`config.mk`:
```
export PLATFORM = sky130hd
export DESIGN_NAME = irq_entry_seq
export DESIGN_NICKNAME = d
export VERILOG_FILES = /design/src/rtl/irq_entry_pkg.sv /design/src/rtl/irq_entry_arb.sv /design/src/rtl/irq_entry_fsm.sv /design/src/rtl/irq_entry_bus.sv /design/src/rtl/irq_entry_seq.sv
export SDC_FILE = /design/constraint.sdc
export NUM_CORES = 1
export LEC_CHECK = 0
export BUFFER_PORTS_ARGS = -buffer_cell sky130_fd_sc_hd__buf_2
export CORE_UTILIZATION = 52
export DETAILED_ROUTE_END_ITERATION = 10
export PLACE_DENSITY_LB_ADDON = 0.12
export SETUP_SLACK_MARGIN = 0.2
export SLEW_MARGIN = 20
export SYNTH_ARGS = -nofsm -noshare
export SYNTH_HDL_FRONTEND = slang
export SYNTH_SLANG_ARGS = --single-unit
export TNS_END_PERCENT = 10
```
`constraint.sdc`:
```
create_clock -name clk -period 2.5 [get_ports clk]
set_clock_uncertainty 0.1 [all_clocks]
set_input_delay 0.25 -clock clk [delete_from_list [all_inputs] [get_ports clk]]
set_output_delay 0.25 -clock clk [all_outputs]
set_load 0.03 [all_outputs]
```
`src/rtl/irq_entry_pkg.sv`:
```
package irq_entry_pkg;

    localparam int ADDR_W = 16;
    localparam int DATA_W = 8;
    localparam int SP_W   = 8;

    localparam logic [ADDR_W-1:0] STACK_PAGE = 16'h0100;
    localparam logic [ADDR_W-1:0] VEC_NMI    = 16'hFFFA;
    localparam logic [ADDR_W-1:0] VEC_RST    = 16'hFFFC;
    localparam logic [ADDR_W-1:0] VEC_IRQ    = 16'hFFFE;

    localparam int FLG_I = 2;
    localparam int FLG_D = 3;
    localparam int FLG_B = 4;
    localparam int FLG_U = 5;

    typedef enum logic [2:0] {
        ST_IDLE,
        ST_PEEK0,
        ST_PEEK1,
        ST_STK0,
        ST_STK1,
        ST_STK2,
        ST_VLO,
        ST_VHI
    } seq_state_t;

    typedef enum logic [1:0] {
        EK_NONE,
        EK_RESET,
        EK_NMI,
        EK_IRQ
    } entry_kind_t;

    function automatic logic [ADDR_W-1:0] vector_base(entry_kind_t k);
        case (k)
            EK_NMI:   return VEC_NMI;
            EK_RESET: return VEC_RST;
            default:  return VEC_IRQ;
        endcase
    endfunction

endpackage

```
`src/rtl/irq_entry_arb.sv`:
```
module irq_entry_arb
    import irq_entry_pkg::*;
#(
    parameter bit CMOS_VARIANT = 1'b0
) (
    input  logic        clk,
    input  logic        rst_n,
    input  logic        boundary,
    input  logic        reset_req,
    input  logic        nmi_req,
    input  logic        irq_level,
    input  logic        irq_masked,
    input  logic        delay_all,
    input  logic        delay_irq,
    output entry_kind_t kind_sel
);

    logic rst_pend;
    logic nmi_pend;
    logic rst_eff;
    logic nmi_eff;
    logic active;
    logic postpone;

    assign rst_eff = rst_pend | reset_req;
    assign nmi_eff = nmi_pend | nmi_req;
    assign active  = nmi_eff | irq_level;

    generate
        if (CMOS_VARIANT) begin : g_cmos
            assign postpone = 1'b0;
        end else begin : g_nmos
            logic delay_used;

            assign postpone = !rst_eff && !delay_used && active &&
                              (delay_all || (delay_irq && !nmi_eff));

            always_ff @(posedge clk) begin
                if (!rst_n) begin
                    delay_used <= 1'b0;
                end else if (boundary && !rst_eff) begin
                    delay_used <= postpone;
                end
            end

            // a postponement is never granted at two boundaries in a row
            a_r8_once: assert property (@(posedge clk) disable iff (!rst_n)
                delay_used && boundary |-> !postpone);
        end
    endgenerate

    always_comb begin
        kind_sel = EK_NONE;
        if (boundary) begin
            if (rst_eff)
                kind_sel = EK_RESET;
            else if (postpone)
                kind_sel = EK_NONE;
            else if (nmi_eff)
                kind_sel = EK_NMI;
            else if (irq_level && !irq_masked)
                kind_sel = EK_IRQ;
        end
    end

    always_ff @(posedge clk) begin
        if (!rst_n) begin
            rst_pend <= 1'b0;
            nmi_pend <= 1'b0;
        end else begin
            rst_pend <= rst_eff && (kind_sel != EK_RESET);
            nmi_pend <= nmi_eff && (kind_sel != EK_NMI);
        end
    end

    // request pulses outside a boundary are remembered
    a_r7_nmi_held: assert property (@(posedge clk) disable iff (!rst_n)
        nmi_req && !boundary |=> nmi_pend);
    a_r7_rst_held: assert property (@(posedge clk) disable iff (!rst_n)
        reset_req && !boundary |=> rst_pend);

endmodule

```
`src/rtl/irq_entry_fsm.sv`:
```
module irq_entry_fsm
    import irq_entry_pkg::*;
#(
    parameter bit CMOS_VARIANT = 1'b0
) (
    input  logic              clk,
    input  logic              rst_n,
    input  logic              start,
    input  entry_kind_t       kind_sel,
    input  logic [DATA_W-1:0] rdata,
    input  logic [ADDR_W-1:0] pc_in,
    input  logic [SP_W-1:0]   sp_in,
    input  logic [DATA_W-1:0] flags_in,
    output seq_state_t        state,
    output entry_kind_t       kind_q,
    output logic [ADDR_W-1:0] pc_w,
    output logic [SP_W-1:0]   sp_w,
    output logic [DATA_W-1:0] flg_w,
    output logic              idle,
    output logic              done,
    output logic [ADDR_W-1:0] pc_out,
    output logic [SP_W-1:0]   sp_out,
    output logic [DATA_W-1:0] flags_out
);

    seq_state_t        state_nx;
    logic [DATA_W-1:0] vec_lo;
    logic [DATA_W-1:0] flg_new;

    assign idle = (state == ST_IDLE);

    // state register
    always_ff @(posedge clk) begin
        if (!rst_n)
            state <= ST_IDLE;
        else
            state <= state_nx;
    end

    // transitions
    always_comb begin
        state_nx = state;
        unique case (state)
            ST_IDLE:  if (kind_sel != EK_NONE) state_nx = ST_PEEK0;
            ST_PEEK0: state_nx = ST_PEEK1;
            ST_PEEK1: state_nx = ST_STK0;
            ST_STK0:  state_nx = ST_STK1;
            ST_STK1:  state_nx = ST_STK2;
            ST_STK2:  state_nx = ST_VLO;
            ST_VLO:   state_nx = ST_VHI;
            ST_VHI:   state_nx = ST_IDLE;
        endcase
    end

    always_comb begin
        flg_new        = flg_w;
        flg_new[FLG_I] = 1'b1;
        if (CMOS_VARIANT)
            flg_new[FLG_D] = 1'b0;
    end

    // working registers and results
    always_ff @(posedge clk) begin
        if (!rst_n) begin
            kind_q    <= EK_NONE;
            pc_w      <= '0;
            sp_w      <= '0;
            flg_w     <= '0;
            vec_lo    <= '0;
            done      <= 1'b0;
            pc_out    <= '0;
            sp_out    <= '0;
            flags_out <= '0;
        end else begin
            done <= 1'b0;
            unique case (state)
                ST_IDLE: begin
                    if (start) begin
                        if (kind_sel != EK_NONE) begin
                            kind_q <= kind_sel;
                            pc_w   <= pc_in;
                            sp_w   <= sp_in;
                            flg_w  <= flags_in;
                        end else begin
                            done      <= 1'b1;
                            pc_out    <= pc_in;
                            sp_out    <= sp_in;
                            flags_out <= flags_in;
                        end
                    end
                end
                ST_STK0, ST_STK1, ST_STK2: sp_w <= sp_w - 1'b1;
                ST_VLO: vec_lo <= rdata;
                ST_VHI: begin
                    pc_out    <= {rdata, vec_lo};
                    sp_out    <= sp_w;
                    flags_out <= flg_new;
                    done      <= 1'b1;
                end
                default: ;
            endcase
        end
    end

    // stack pointer steps down once per stack cycle
    a_r3_sp_step: assert property (@(posedge clk) disable iff (!rst_n)
        (state == ST_STK0 || state == ST_STK1 || state == ST_STK2)
        |=> sp_w == $past(sp_w) - 8'd1);

    // the cycle after the vector high byte is the done cycle
    a_r9_done_after_vhi: assert property (@(posedge clk) disable iff (!rst_n)
        state == ST_VHI |=> done && state == ST_IDLE);

    // results move only with done
    a_r10_hold: assert property (@(posedge clk) disable iff (!rst_n)
        !done |-> $stable(pc_out) && $stable(sp_out) && $stable(flags_out));

    // interrupt disable set after any entry
    a_r6_i_set: assert property (@(posedge clk) disable iff (!rst_n)
        $past(state) == ST_VHI |-> flags_out[FLG_I]);

endmodule

```
`src/rtl/irq_entry_bus.sv`:
```
module irq_entry_bus
    import irq_entry_pkg::*;
(
    input  logic              clk,
    input  logic              rst_n,
    input  seq_state_t        state,
    input  entry_kind_t       kind_q,
    input  logic [ADDR_W-1:0] pc_w,
    input  logic [SP_W-1:0]   sp_w,
    input  logic [DATA_W-1:0] flg_w,
    output logic [ADDR_W-1:0] bus_addr,
    output logic [DATA_W-1:0] bus_wdata,
    output logic              bus_we
);

    logic [DATA_W-1:0] push_status;
    logic [ADDR_W-1:0] stack_addr;
    logic [ADDR_W-1:0] vec_addr;
    logic              pushing;

    always_comb begin
        push_status        = flg_w;
        push_status[FLG_U] = 1'b1;
        push_status[FLG_B] = 1'b0;
    end

    assign stack_addr = STACK_PAGE | {{(ADDR_W-SP_W){1'b0}}, sp_w};
    assign vec_addr   = vector_base(kind_q);
    assign pushing    = (kind_q != EK_RESET);

    always_comb begin
        bus_addr  = pc_w;
        bus_wdata = '0;
        bus_we    = 1'b0;
        unique case (state)
            ST_IDLE, ST_PEEK0, ST_PEEK1: bus_addr = pc_w;
            ST_STK0: begin
                bus_addr  = stack_addr;
                bus_wdata = pc_w[ADDR_W-1:DATA_W];
                bus_we    = pushing;
            end
            ST_STK1: begin
                bus_addr  = stack_addr;
                bus_wdata = pc_w[DATA_W-1:0];
                bus_we    = pushing;
            end
            ST_STK2: begin
                bus_addr  = stack_addr;
                bus_wdata = push_status;
                bus_we    = pushing;
            end
            ST_VLO: bus_addr = vec_addr;
            ST_VHI: bus_addr = vec_addr | 16'h0001;
        endcase
    end

    // high vector byte follows the low one at the next address
    a_r2_vec_order: assert property (@(posedge clk) disable iff (!rst_n)
        state == ST_VLO |=> bus_addr == $past(bus_addr) + 16'd1);

    // a reset entry never writes
    a_r5_reset_silent: assert property (@(posedge clk) disable iff (!rst_n)
        state != ST_IDLE && kind_q == EK_RESET |-> !bus_we);

    // no write while idle
    a_r11_idle_quiet: assert property (@(posedge clk) disable iff (!rst_n)
        state == ST_IDLE |-> !bus_we);

endmodule

```
`src/rtl/irq_entry_seq.sv`:
```
module irq_entry_seq
    import irq_entry_pkg::*;
#(
    parameter bit CMOS_VARIANT = 1'b0
) (
    input  logic              clk,
    input  logic              rst_n,
    input  logic              start,
    input  logic              reset_req,
    input  logic              nmi_req,
    input  logic              irq_level,
    input  logic              delay_all,
    input  logic              delay_irq,
    input  logic [ADDR_W-1:0] pc_in,
    input  logic [SP_W-1:0]   sp_in,
    input  logic [DATA_W-1:0] flags_in,
    output logic [ADDR_W-1:0] bus_addr,
    output logic [DATA_W-1:0] bus_wdata,
    output logic              bus_we,
    input  logic [DATA_W-1:0] bus_rdata,
    output logic              done,
    output logic [ADDR_W-1:0] pc_out,
    output logic [SP_W-1:0]   sp_out,
    output logic [DATA_W-1:0] flags_out
);

    seq_state_t        state;
    entry_kind_t       kind_sel;
    entry_kind_t       kind_q;
    logic [ADDR_W-1:0] pc_w;
    logic [SP_W-1:0]   sp_w;
    logic [DATA_W-1:0] flg_w;
    logic              idle;
    logic              boundary;

    assign boundary = start && idle;

    irq_entry_arb #(.CMOS_VARIANT(CMOS_VARIANT)) u_arb (
        .clk        (clk),
        .rst_n      (rst_n),
        .boundary   (boundary),
        .reset_req  (reset_req),
        .nmi_req    (nmi_req),
        .irq_level  (irq_level),
        .irq_masked (flags_in[FLG_I]),
        .delay_all  (delay_all),
        .delay_irq  (delay_irq),
        .kind_sel   (kind_sel)
    );

    irq_entry_fsm #(.CMOS_VARIANT(CMOS_VARIANT)) u_fsm (
        .clk       (clk),
        .rst_n     (rst_n),
        .start     (start),
        .kind_sel  (kind_sel),
        .rdata     (bus_rdata),
        .pc_in     (pc_in),
        .sp_in     (sp_in),
        .flags_in  (flags_in),
        .state     (state),
        .kind_q    (kind_q),
        .pc_w      (pc_w),
        .sp_w      (sp_w),
        .flg_w     (flg_w),
        .idle      (idle),
        .done      (done),
        .pc_out    (pc_out),
        .sp_out    (sp_out),
        .flags_out (flags_out)
    );

    irq_entry_bus u_bus (
        .clk       (clk),
        .rst_n     (rst_n),
        .state     (state),
        .kind_q    (kind_q),
        .pc_w      (pc_w),
        .sp_w      (sp_w),
        .flg_w     (flg_w),
        .bus_addr  (bus_addr),
        .bus_wdata (bus_wdata),
        .bus_we    (bus_we)
    );

endmodule

```
==> metrics.md <==
| Metric | Value |
|---|---|
| Run status | `finished, final reports clean` |
| Commonest cells after routing, fill and taps aside | `buf_2, dfxtp_1, nand2_1, nor2_1, inv_1` |
| Leakage power figure | `around 0.0022 µW` |
| Share of final-layout standard cells stronger than drive strength 1 | `0.342` |
| Average cell area after synthesis | `~8.5 µm²` |
| Kind of start point of the critical path | `register` |
| DRC viols | `0` |
| Share of flip-flops with an asynchronous set or reset after synthesis | `0` |
| Number of cell rows | `31` |
| Area of combinational cells with multiple inputs | `between 1500 and 2000 µm²` |
| Hold WC Path Type | `primary input to register` |
| Met3 routing resource usage after global routing | `0.0584` |
| M1 GR Usage | `0.377` |
| Count of routing violations after the opening detailed-route iteration | `about 240` |
| Peak clock frequency supported by timing | `about 420 MHz` |
| Number of global-route vias before repair | `roughly 3300` |
| Most common cell after layout, fill and taps aside | `buf_2` |
| Number of failing hold endpoints at the final stage | `0` |
| Maximum root-to-sink buffer count | `2` |
| Number of placed I/O pins | `between 100 and 150` |
| Normalized max-slew margin | `0.513` |
| Worst path required time | `between 2000 and 2500 ps` |
| Clk sinks | `a little over 80` |
| Type of the worst setup path | `register to output port` |
| Biggest cell delay along the critical path | `between 400 and 500 ps` |
| Top Family by Delay on Critical Path | `compound AO/OA/AOI/OAI gates` |
| Area of the die | `~7800 µm²` |
| Final max-slew violation count | `0` |
| Max Fanout on Critical Path | `7` |
| Cell Int Power | `~2700 µW` |
| Overall overflow remaining after global route | `0` |
| Aggregate routed wire length | `between 10 and 15 mm` |
| Hold buffer count at CTS | `0` |
| Syn. warnings | `0` |
| Die height | `approximately 88 µm` |
| Antenna violations before repair | `0` |
| IO buf count | `105` |
| Most used flip-flop cell after synthesis | `dfxtp_1` |
| Worst IR drop on VDD | `0.000385 V` |
| Post-detailed-route via-to-cell ratio | `~5.7` |
| Met2 GRT Util | `0.447` |
| Share of total power in combinational logic | `0.410` |
| Maximum number of pins on one net before global-route repair | `50` |
| Routed via count | `3748` |
| Design Area, Final | `4790 µm²` |
| Clock-pin slew of the registers on the worst-case setup and hold paths | `roughly 90 ps` |
| Placed wire-length estimate after detailed placement | `7.47 mm` |
| Final layout net count | `around 610` |
| Transition time at the pin with the least slew margin | `723 ps` |
| Clock latency on the worst-skew pair | `between 300 and 400 ps` |
| Data arrival at the endpoint of the critical path | `2010 ps` |
| Number of instances in the synthesized netlist | `between 400 and 500` |
| Final setup violation count | `0` |
| Total standard cell area after synthesis | `3850 µm²` |
| Core area | `between 7000 and 8000 µm²` |
| Detailed Routing Iterations Pass 1 | `5` |
| Fill count | `656` |
| Max cap viols | `0` |
| Sequential share of the synthesized area | `0.421` |
| Setup slack of the worst register-to-register path | `360 ps` |
| Global-route total usage across every layer | `0.283` |
| Area added between synthesis and finish | `24.4%` |
| Synth cell types | `45` |
| Crit path time final | `around 2400 ps` |
| Critical-path cell with the highest stage delay | `or3b_4` |
| Power dissipated by switching net loads | `~1900 µW` |
| Routing layer with the top usage in global route | `met2` |
| Post-DRT Antenna Nets | `0` |
| Critical path, cell by cell | `inv_2, ha_4, or3b_4, o21a_4, a221o_1, buf_6` |
| Capturing element type of the critical path | `output port` |
| Die width | `~88 µm` |
| Clock tree from TritonCTS | `yes` |
| TritonCTS buffer count | `9` |
| Final sum of negative setup slack | `0 ps` |
| Share of the clock period used by the worst path after layout | `0.944` |
| Net Sw Frac | `0.408` |
| Power per Cell Area | `954 nW/µm²` |
| Total number of H-tree levels | `3` |
| Cell area after placement | `~4400 µm²` |
| Starting density of the core | `0.534` |
| Count of state elements after synthesis | `81` |
| Portion of total power attributed to sequential cells | `0.375` |
| Diodes inserted | `0` |
| Routability congestion estimate | `roughly 0.85` |
| Detail-routed net length per standard cell | `between 15 and 20 µm` |
| Count of buffering cells on the critical path with inverters included | `2` |
| Wire length of the first global-routing pass | `16.5 mm` |
| Relative contribution of the clock network to total power | `0.215` |
| Clock Tree Root | `clkbuf_8` |
| Net Count, Synth | `504` |
| Number of enable flip-flop cells after synthesis | `0` |
| Unrepaired setup endpoints after global routing | `yes` |
| Total area of sequential cells | `1630 µm²` |
==> per-stage QoR <==
step | util | cells | hold WS, ps | power [µW] | worst slack (ps)
2_1_floorplan | - | 451 | 286 | 2930 | 165
3_3_place_gp | 0.615 | 635 | 337 | 3350 | 284
3_5_place_dp | 0.615 | 635 | 336 | 3390 | 198
4_1_cts | 0.651 | 653 | 24.2 | 4450 | 64.9
5_1_grt | 0.664 | 658 | 23.4 | 4810 | 88.0
6_report | 0.664 | 658 | 34.4 | 4570 | 140
==> final timing paths <==
| path | startpoint | endpoint | cells after the start |
|---|---|---|---|
| worst min register to register | u_fsm.pc_out[9] | u_fsm.pc_out[9] | 2 |
| worst min-delay path | pc_in[7] | u_fsm.pc_w[7] | 3 |
| worst max-delay path | u_fsm.state[0] | bus_addr[2] | 6 |
| worst max register to register | u_fsm.state[0] | u_fsm.sp_w[6] | 10 |
==> power groups by stage <==
stage	combinational, µW	sequential (µW)	clock, µW
floorplan	1160	1770	0
CTS	1750	1700	1000
global route	2010	1740	1060
detailed placement	1670	1720	0
finish	1870	1710	983
global placement	1640	1710	0
==> state kept, by name (all words and copies together), names as in the netlist <==
name and cells:
u_arb.nmi_pend 1, u_fsm.vec_lo 8, u_fsm.state 3, u_fsm.kind_q 2, u_arb.rst_pend 1, u_fsm.sp_out 8, u_fsm.done 1, u_arb.g_nmos.delay_used 1
u_fsm.sp_w 8, u_fsm.pc_out 16, u_fsm.flags_out 8, u_fsm.pc_w 16, u_fsm.flg_w 8
==> cell type report <==
class,count,area share
inverter,37,0.0295
multi-input combinational,300,0.413
clock inverter,7,0.0159
tap,99,0.0259
timing repair buffer,125,0.150
sequential,81,0.340
clock buffer,9,0.0259
==> timing repair <==
| action | in CTS | in global routing |
|---|---|---|
| pin swaps | 0 | 5 |
| buffers inserted | 2 | 3 |
| gates cloned | 0 | 2 |
| setup endpoints to repair | 29 | 26 |
| gates resized for setup | 15 | 20 |
==> cells by family after synthesis <==
group | count (synthesis) | synth area share
simple gates | 140 | 0.164
compound gates | 130 | 0.253
flops | 81 | 0.421
buf+inv | 71 | 0.0822
mux | 24 | 0.0624
fa+ha+maj | 5 | 0.0162
==> cells in the mapped netlist, types with 2 or more instances <==
library cell	n	share of area
buf_6	5	0.015
nor2_1	45	0.044
and2_1	4	0.0065
a22oi_1	6	0.012
nor2b_1	2	0.0032
clkbuf_1	21	0.020
ha_1	5	0.016
nand3b_1	2	0.0039
nand3_1	7	0.0091
nand2_1	60	0.058
a221o_1	3	0.0078
inv_1	37	0.036
buf_2	7	0.0091
a21oi_1	26	0.034
o221ai_1	31	0.071
a31oi_1	3	0.0049
a21o_1	5	0.0098
nor3b_1	3	0.0058
a21oi_2	29	0.066
nor3_1	4	0.0052
nand2b_1	3	0.0049
dfxtp_1	81	0.42
a211oi_1	6	0.012
mux2i_1	24	0.062
o21ai_0	11	0.014
nor4_1	2	0.0032
==> worst reg2reg max path, stage by stage, from the launching register on <==
cell and delay, ps:
dfxtp_4 380, inv_2 60, ha_4 160, or3b_4 410, o21ai_2 150, buf_6 170
buf_4 150, buf_4 150, a21oi_1 40, o21ai_0 160, a21oi_1 80
==> routing by layer <==
| metal | routed length [µm] | vias to the layer above | share of wire |
|---|---|---|---|
| met5 | 0 | - | 0 |
| met2 | 5100 | 146 | 0.47 |
| met4 | 280 | 0 | 0.026 |
| met3 | 660 | 25 | 0.061 |
| met1 | 4810 | 1789 | 0.44 |
| li1 | - | 1788 | - |
(Power assumes the default switching activity.)
